`config.mk`:
```
export PLATFORM = sky130hd
export DESIGN_NAME = mbr_boot_locator
export DESIGN_NICKNAME = d
export VERILOG_FILES = /design/src/rtl/mbr_pkg.sv /design/src/rtl/mbr_entry_capture.sv /design/src/rtl/mbr_match_select.sv /design/src/rtl/mbr_image_addr.sv /design/src/rtl/mbr_boot_locator.sv
export SDC_FILE = /design/constraint.sdc
export NUM_CORES = 1
export LEC_CHECK = 0
export BUFFER_PORTS_ARGS = -buffer_cell sky130_fd_sc_hd__clkbuf_2
export CELL_PAD_IN_SITES_DETAIL_PLACEMENT = 0
export CELL_PAD_IN_SITES_GLOBAL_PLACEMENT = 1
export CORE_MARGIN = 3
export CORE_UTILIZATION = 49
export CTS_CLUSTER_DIAMETER = 120
export DETAILED_ROUTE_END_ITERATION = 10
export HOLD_SLACK_MARGIN = 0.15
export PLACE_DENSITY = 0.87
export SLEW_MARGIN = 20
export SYNTH_ARGS = -nofsm -noshare
export SYNTH_HDL_FRONTEND = slang
export SYNTH_SLANG_ARGS = --single-unit
```
`constraint.sdc`:
```
create_clock -name clk -period 3.37 [get_ports clk]
set_input_delay 0 -clock clk [delete_from_list [all_inputs] [get_ports clk]]
set_output_delay 0 -clock clk [all_outputs]
set_load 0.005 [all_outputs]
```
`src/rtl/mbr_pkg.sv`:
```
package mbr_pkg;
    localparam int TYPE_REL    = 4;
    localparam int LBA_REL     = 8;
    localparam int CNT_REL     = 12;
    localparam int FIELD_BYTES = 4;
    localparam int FIELD_W     = 8 * FIELD_BYTES;

    typedef struct packed {
        logic [7:0]         ptype;
        logic [FIELD_W-1:0] lba;
        logic [FIELD_W-1:0] cnt;
    } part_entry_t;

    typedef enum logic [1:0] {
        ST_IDLE,
        ST_COLLECT,
        ST_DONE
    } loc_state_t;
endpackage

```
`src/rtl/mbr_entry_capture.sv`:
```
module mbr_entry_capture
    import mbr_pkg::*;
#(
    parameter int OFS_W       = 9,
    parameter int BASE        = 446,
    parameter int ENTRY_BYTES = 16
) (
    input  logic             clk,
    input  logic             rst_n,
    input  logic             clear,
    input  logic             wr_en,
    input  logic [OFS_W-1:0] ofs,
    input  logic [7:0]       data,
    output part_entry_t      entry
);
    localparam logic [OFS_W-1:0] BASE_O = BASE[OFS_W-1:0];
    localparam logic [OFS_W-1:0] END_O  = BASE_O + ENTRY_BYTES[OFS_W-1:0];
    localparam logic [OFS_W-1:0] TYPE_O = TYPE_REL[OFS_W-1:0];
    localparam logic [OFS_W-1:0] LBA_O  = LBA_REL[OFS_W-1:0];
    localparam logic [OFS_W-1:0] CNT_O  = CNT_REL[OFS_W-1:0];

    logic             hit;
    logic [OFS_W-1:0] rel;

    assign hit = (ofs >= BASE_O) && (ofs < END_O);
    assign rel = ofs - BASE_O;

    always_ff @(posedge clk or negedge rst_n) begin
        if (!rst_n) begin
            entry <= '0;
        end else if (clear) begin
            entry <= '0;
        end else if (wr_en && hit) begin
            if (rel == TYPE_O) begin
                entry.ptype <= data;
            end
            for (int b = 0; b < FIELD_BYTES; b++) begin
                if (rel == LBA_O + OFS_W'(b)) begin
                    entry.lba[8*b +: 8] <= data;
                end
                if (rel == CNT_O + OFS_W'(b)) begin
                    entry.cnt[8*b +: 8] <= data;
                end
            end
        end
    end
endmodule

```
`src/rtl/mbr_match_select.sv`:
```
module mbr_match_select
    import mbr_pkg::*;
#(
    parameter int         NUM_ENTRIES = 4,
    parameter logic [7:0] BOOT_TYPE   = 8'hA2
) (
    input  part_entry_t        entries [NUM_ENTRIES],
    output logic               found,
    output logic [FIELD_W-1:0] sel_lba,
    output logic [FIELD_W-1:0] sel_cnt
);
    // Walk from the highest slot down so the lowest match is written last.
    always_comb begin
        found   = 1'b0;
        sel_lba = '0;
        sel_cnt = '0;
        for (int i = NUM_ENTRIES - 1; i >= 0; i--) begin
            if (entries[i].ptype == BOOT_TYPE) begin
                found   = 1'b1;
                sel_lba = entries[i].lba;
                sel_cnt = entries[i].cnt;
            end
        end
    end
endmodule

```
`src/rtl/mbr_image_addr.sv`:
```
module mbr_image_addr #(
    parameter int ADDR_W         = 32,
    parameter int SEL_W          = 2,
    parameter int STRIDE_SECTORS = 128
) (
    input  logic [ADDR_W-1:0] base,
    input  logic [SEL_W-1:0]  sel,
    output logic [ADDR_W-1:0] addr
);
    localparam logic [ADDR_W-1:0] STRIDE = ADDR_W'(STRIDE_SECTORS);

    assign addr = base + ADDR_W'(sel) * STRIDE;
endmodule

```
`src/rtl/mbr_boot_locator.sv`:
```
module mbr_boot_locator
    import mbr_pkg::*;
#(
    parameter int         SECTOR_BYTES   = 512,
    parameter int         NUM_ENTRIES    = 4,
    parameter int         TABLE_BASE     = 446,
    parameter int         ENTRY_BYTES    = 16,
    parameter logic [7:0] BOOT_TYPE      = 8'hA2,
    parameter logic [7:0] SIG_LO         = 8'h55,
    parameter logic [7:0] SIG_HI         = 8'hAA,
    parameter int         STRIDE_SECTORS = 128,
    parameter int         SEL_W          = 2
) (
    input  logic                        clk,
    input  logic                        rst_n,
    input  logic                        byte_valid,
    input  logic [$clog2(SECTOR_BYTES)-1:0] byte_offset,
    input  logic [7:0]                  byte_data,
    input  logic [SEL_W-1:0]            image_sel,
    output logic                        result_valid,
    output logic [FIELD_W-1:0]          start_sector,
    output logic                        raw_mode,
    output logic [FIELD_W-1:0]          part_size,
    output logic                        not_found
);
    localparam int               OFS_W      = $clog2(SECTOR_BYTES);
    localparam logic [OFS_W-1:0] LAST_OFS   = OFS_W'(SECTOR_BYTES - 1);
    localparam logic [OFS_W-1:0] SIG_LO_OFS = OFS_W'(SECTOR_BYTES - 2);

    loc_state_t state, next_state;

    logic               is_first, is_last, collecting, wr_en;
    logic               sig_lo_seen, sig_ok;
    logic               found;
    logic [FIELD_W-1:0] sel_lba, sel_cnt, img_addr;
    logic               res_raw, res_nf;
    logic [FIELD_W-1:0] res_base, res_size;
    part_entry_t        entries [NUM_ENTRIES];

    assign is_first   = byte_valid && (byte_offset == '0);
    assign is_last    = byte_valid && (byte_offset == LAST_OFS);
    assign collecting = (state == ST_COLLECT);
    assign wr_en      = byte_valid && collecting;
    assign sig_ok     = sig_lo_seen && (byte_data == SIG_HI);

    genvar gi;
    generate
        for (gi = 0; gi < NUM_ENTRIES; gi++) begin : g_slot
            mbr_entry_capture #(
                .OFS_W      (OFS_W),
                .BASE       (TABLE_BASE + gi * ENTRY_BYTES),
                .ENTRY_BYTES(ENTRY_BYTES)
            ) u_cap (
                .clk  (clk),
                .rst_n(rst_n),
                .clear(is_first),
                .wr_en(wr_en),
                .ofs  (byte_offset),
                .data (byte_data),
                .entry(entries[gi])
            );
        end
    endgenerate

    mbr_match_select #(
        .NUM_ENTRIES(NUM_ENTRIES),
        .BOOT_TYPE  (BOOT_TYPE)
    ) u_sel (
        .entries(entries),
        .found  (found),
        .sel_lba(sel_lba),
        .sel_cnt(sel_cnt)
    );

    mbr_image_addr #(
        .ADDR_W        (FIELD_W),
        .SEL_W         (SEL_W),
        .STRIDE_SECTORS(STRIDE_SECTORS)
    ) u_addr (
        .base(res_base),
        .sel (image_sel),
        .addr(img_addr)
    );

    // Signature low byte tracker
    always_ff @(posedge clk or negedge rst_n) begin
        if (!rst_n) begin
            sig_lo_seen <= 1'b0;
        end else if (is_first) begin
            sig_lo_seen <= 1'b0;
        end else if (wr_en && byte_offset == SIG_LO_OFS) begin
            sig_lo_seen <= (byte_data == SIG_LO);
        end
    end

    // Next-state logic
    always_comb begin
        next_state = state;
        unique case (state)
            ST_IDLE:    if (is_first) next_state = ST_COLLECT;
            ST_COLLECT: if (is_first) next_state = ST_COLLECT;
                        else if (is_last) next_state = ST_DONE;
            ST_DONE:    if (is_first) next_state = ST_COLLECT;
            default:    next_state = ST_IDLE;
        endcase
    end

    // State register
    always_ff @(posedge clk or negedge rst_n) begin
        if (!rst_n) begin
            state <= ST_IDLE;
        end else begin
            state <= next_state;
        end
    end

    // Result register, loaded on the finish transition
    always_ff @(posedge clk or negedge rst_n) begin
        if (!rst_n) begin
            res_raw  <= 1'b0;
            res_nf   <= 1'b0;
            res_base <= '0;
            res_size <= '0;
        end else if (collecting && is_last) begin
            res_raw  <= !sig_ok;
            res_nf   <= sig_ok && !found;
            res_base <= (sig_ok && found) ? sel_lba : '0;
            res_size <= (sig_ok && found) ? sel_cnt : '0;
        end
    end

    // Output drive
    always_comb begin
        result_valid = (state == ST_DONE);
        raw_mode     = result_valid && res_raw;
        not_found    = result_valid && res_nf;
        part_size    = result_valid ? res_size : '0;
        start_sector = (result_valid && !res_nf) ? img_addr : '0;
    end
endmodule

```
==> impl_metrics.toml <==
[status]
status = "completed"

[timing]
skew_ns = 0.0138
rsz0062_at_grt = "false"
drv_slew = 0
tns_ns = 0
finalSetupViolCount = 0
tightest_slew_ns = 1.03
slew_headroom_pct = 31.3
holdWs_ns = 0.141
period_share_pct = 82.4
period_needed_ns = 2.78
hold_violations = 0
fmax_mhz = 360

[clocking]
cts_sinks = 357
cts.path.max_buffers = 3
cts_resized = 0
cts_root_buffer = "clkbuf_16"
clock_latency_ns = 0.52
cts_made_buffers = 39
clkTransAtPathRegs_ns = 0.06
cts_max_level = 2
cts_tree = "done"

[route]
num_vias = 13525
wirelength_um = 48300
drc_errors = 0
viasPerCell = 5.95
wire_per_inst_um = 21.2
antenna_left = 0
drt_iter0_drc = 1182
dr.pass1.iters = 5

[worst_hold_path]
hp-class = "in -> async"

[cells_and_area]
layout_common_cells = "357 x dfrtp_1, 247 x nand2_1, 163 x mux2i_1"
drive_above_1_share_pct = 18.0
final_common_cell = "dfrtp_1"
postLayoutCoreUtil_pct = 57.2
nNetsFinal = 1815
area_delta_synth_final_pct = 14.7
insertedDiodeCount = 0

[setup_path]
cp-end-kind = "flip-flop"
start_kind = "input port"
ff2ff_path_depth = 6
timing.rr.start = "state[1]"
crit_chain = "dlygate4sd3_1, clkbuf_2, nor4bb_1, nand3_1, dlygate4sd3_1, or4_4, nand2b_2, buf_4, o31ai_1"
cp_max_fo = 32
cp_slowest_cell = "dlygate4sd3_1"
cp_data_required_time_ns = 3.78
rr_endpoint = "res_size[15]"
max_stage_delay_ns = 0.59
cp.arrival_ns = 3.19
worst_path_most_repeated_cell = "dlygate4sd3_1"
path_class = "in -> reg"
reg2reg_slack_ns = 0.60

[die]
coreArea_mm2 = 0.0346
dieArea_mm2 = 0.0376
rows = 68
die_h_um = 194
ioPinCount = 89
die-width_um = 194
start_util_pct = 49.9

[power_and_ir_drop]
p_sw_mw = 2.12
power_density_mw_per_mm2 = 458
swShare_pct = 23.4
internal_power_mw = 6.95
ir_drop_mv = 0.303
p_leak_nw = 9.50
total_power_mw = 9.07
pwr-share-clk_pct = 46.8
p_comb_share_pct = 5.7
seqPwrFrac_pct = 47.4

[logic_synthesis]
syn_inst = 1713
avgSynthCellArea_um2 = 10.1
netlist_area_mm2 = 0.0173
ys_seq_area_share_pct = 51.7
ys_types = 63
syn_nets = 1739
synthArstFlopShare_pct = 100
synth-seq-cells = 357
yosys_warnings = 0
synth_flop_cell = "dfrtp_1"
synth-edff-count = 0

[global_route]
grt_pass1_wl_um = 77000
antenna_found_initial = 0
grt_pass1_vias = 13417
overflow = 0
gr-usage-all-layers_pct = 25.5
grt_max_degree = 191

[placed_design]
hpwl_um = 30000
io_buffers = 88
globalplace.congestion = 0.865

[run]
cap_violations = 0
[worst max-delay path by stage]
stage,startpoint,end,slack (ns),cells after the start
2_1_floorplan,state[1],res_base[0],0.90,8
3_3_place_gp,state[1],res_base[11],0.73,6
3_5_place_dp,state[1],res_size[15],0.60,6
4_1_cts,res_base[7],start_sector[29],0.59,9
5_1_grt,res_base[7],start_sector[19],0.42,9
6_report,byte_data[2],res_size[15],0.59,9
[critical path, delay by kind of cell]
| kind | cells | cell delay (ns) |
|---|---|---|
| buffers and inverters | 4 | 1.53 |
| and+or+nand+nor | 4 | 1.31 |
| AOI/OAI and AO/OA | 1 | 0.32 |
[timing repair]
item,4_1_cts,5_1_grt
hold buffers,18,0
buffers inserted,0,0
hold endpoints to repair,208,0
[metrics by stage]
stage / std cells / instance area, um2 / setup WS, ns
5_1_grt: 2274 / 19800 / 0.416
2_1_floorplan: 1713 / 17300 / 0.902
4_1_cts: 2274 / 19800 / 0.586
3_3_place_gp: 2185 / 18400 / 0.729
3_5_place_dp: 2185 / 18400 / 0.605
6_report: 2274 / 19800 / 0.594
[cell families (layout without fill, tap and decap cells)]
logic type / Yosys count / in the layout / share of synthesized area [%]
buffers and inverters: 152 / 258 / 3.62
AOI/OAI and AO/OA: 288 / 288 / 11.7
and+or+nand+nor: 663 / 663 / 18.0
adders and majority gates: 4 / 4 / 0.333
xor gates and xnor gates: 24 / 24 / 1.22
DFF: 357 / 357 / 51.7
muxes: 225 / 225 / 13.5
[power by group through the flow]
| stage | logic, mW | registers, mW | clock network, mW |
|---|---|---|---|
| global route | 0.571 | 4.30 | 4.50 |
| floorplan | 0.214 | 4.38 | 0 |
| detailed placement | 0.510 | 4.38 | 0 |
| global placement | 0.506 | 4.38 | 0 |
| CTS | 0.527 | 4.30 | 4.31 |
| finish | 0.521 | 4.30 | 4.25 |
[per-layer routing]
layer	up-vias	GRT usage, %	routed length, um
li1	6205	-	-
met1	6795	36.6	21700
met2	445	40.5	22300
met3	80	4.01	3010
met4	0	6.96	1250
met5	-	0	0
[cell usage after synthesis, types with 8 or more instances]
| library cell | number | area [um2] |
|---|---|---|
| a221oi_1 | 62 | 543 |
| o31ai_1 | 50 | 375 |
| o21ai_0 | 129 | 646 |
| nand4_1 | 8 | 50.1 |
| buf_1 | 12 | 45.0 |
| mux2_2 | 62 | 698 |
| o31ai_2 | 12 | 150 |
| mux2i_1 | 163 | 1630 |
| and2_1 | 48 | 300 |
| clkbuf_1 | 120 | 450 |
| nand2b_1 | 8 | 50.1 |
| o2111ai_1 | 9 | 78.8 |
| nand2_1 | 249 | 935 |
| dfrtp_1 | 357 | 8930 |
| xor2_1 | 19 | 166 |
| nand3_1 | 134 | 671 |
| nor2_1 | 152 | 571 |
[flip-flops by register name, indices dropped and copies added (netlist names)]
| register | count |
|---|---|
| sig_lo_seen | 1 |
| res_raw | 1 |
| res_nf | 1 |
| res_size | 32 |
| state | 2 |
| g_slot.u_cap.entry | 288 |
| res_base | 32 |
[layout make-up]
class,count,area (um2)
Inverter,8,30.0
Timing Repair Buffer,179,1240
Tap cell,455,569
Fill cell,2997,14800
Clock buffer,63,1220
Sequential cell,357,8930
Multi-Input combinational cell,1204,7760
Clock inverter,8,67.6
(Power assumes the default switching activity.)
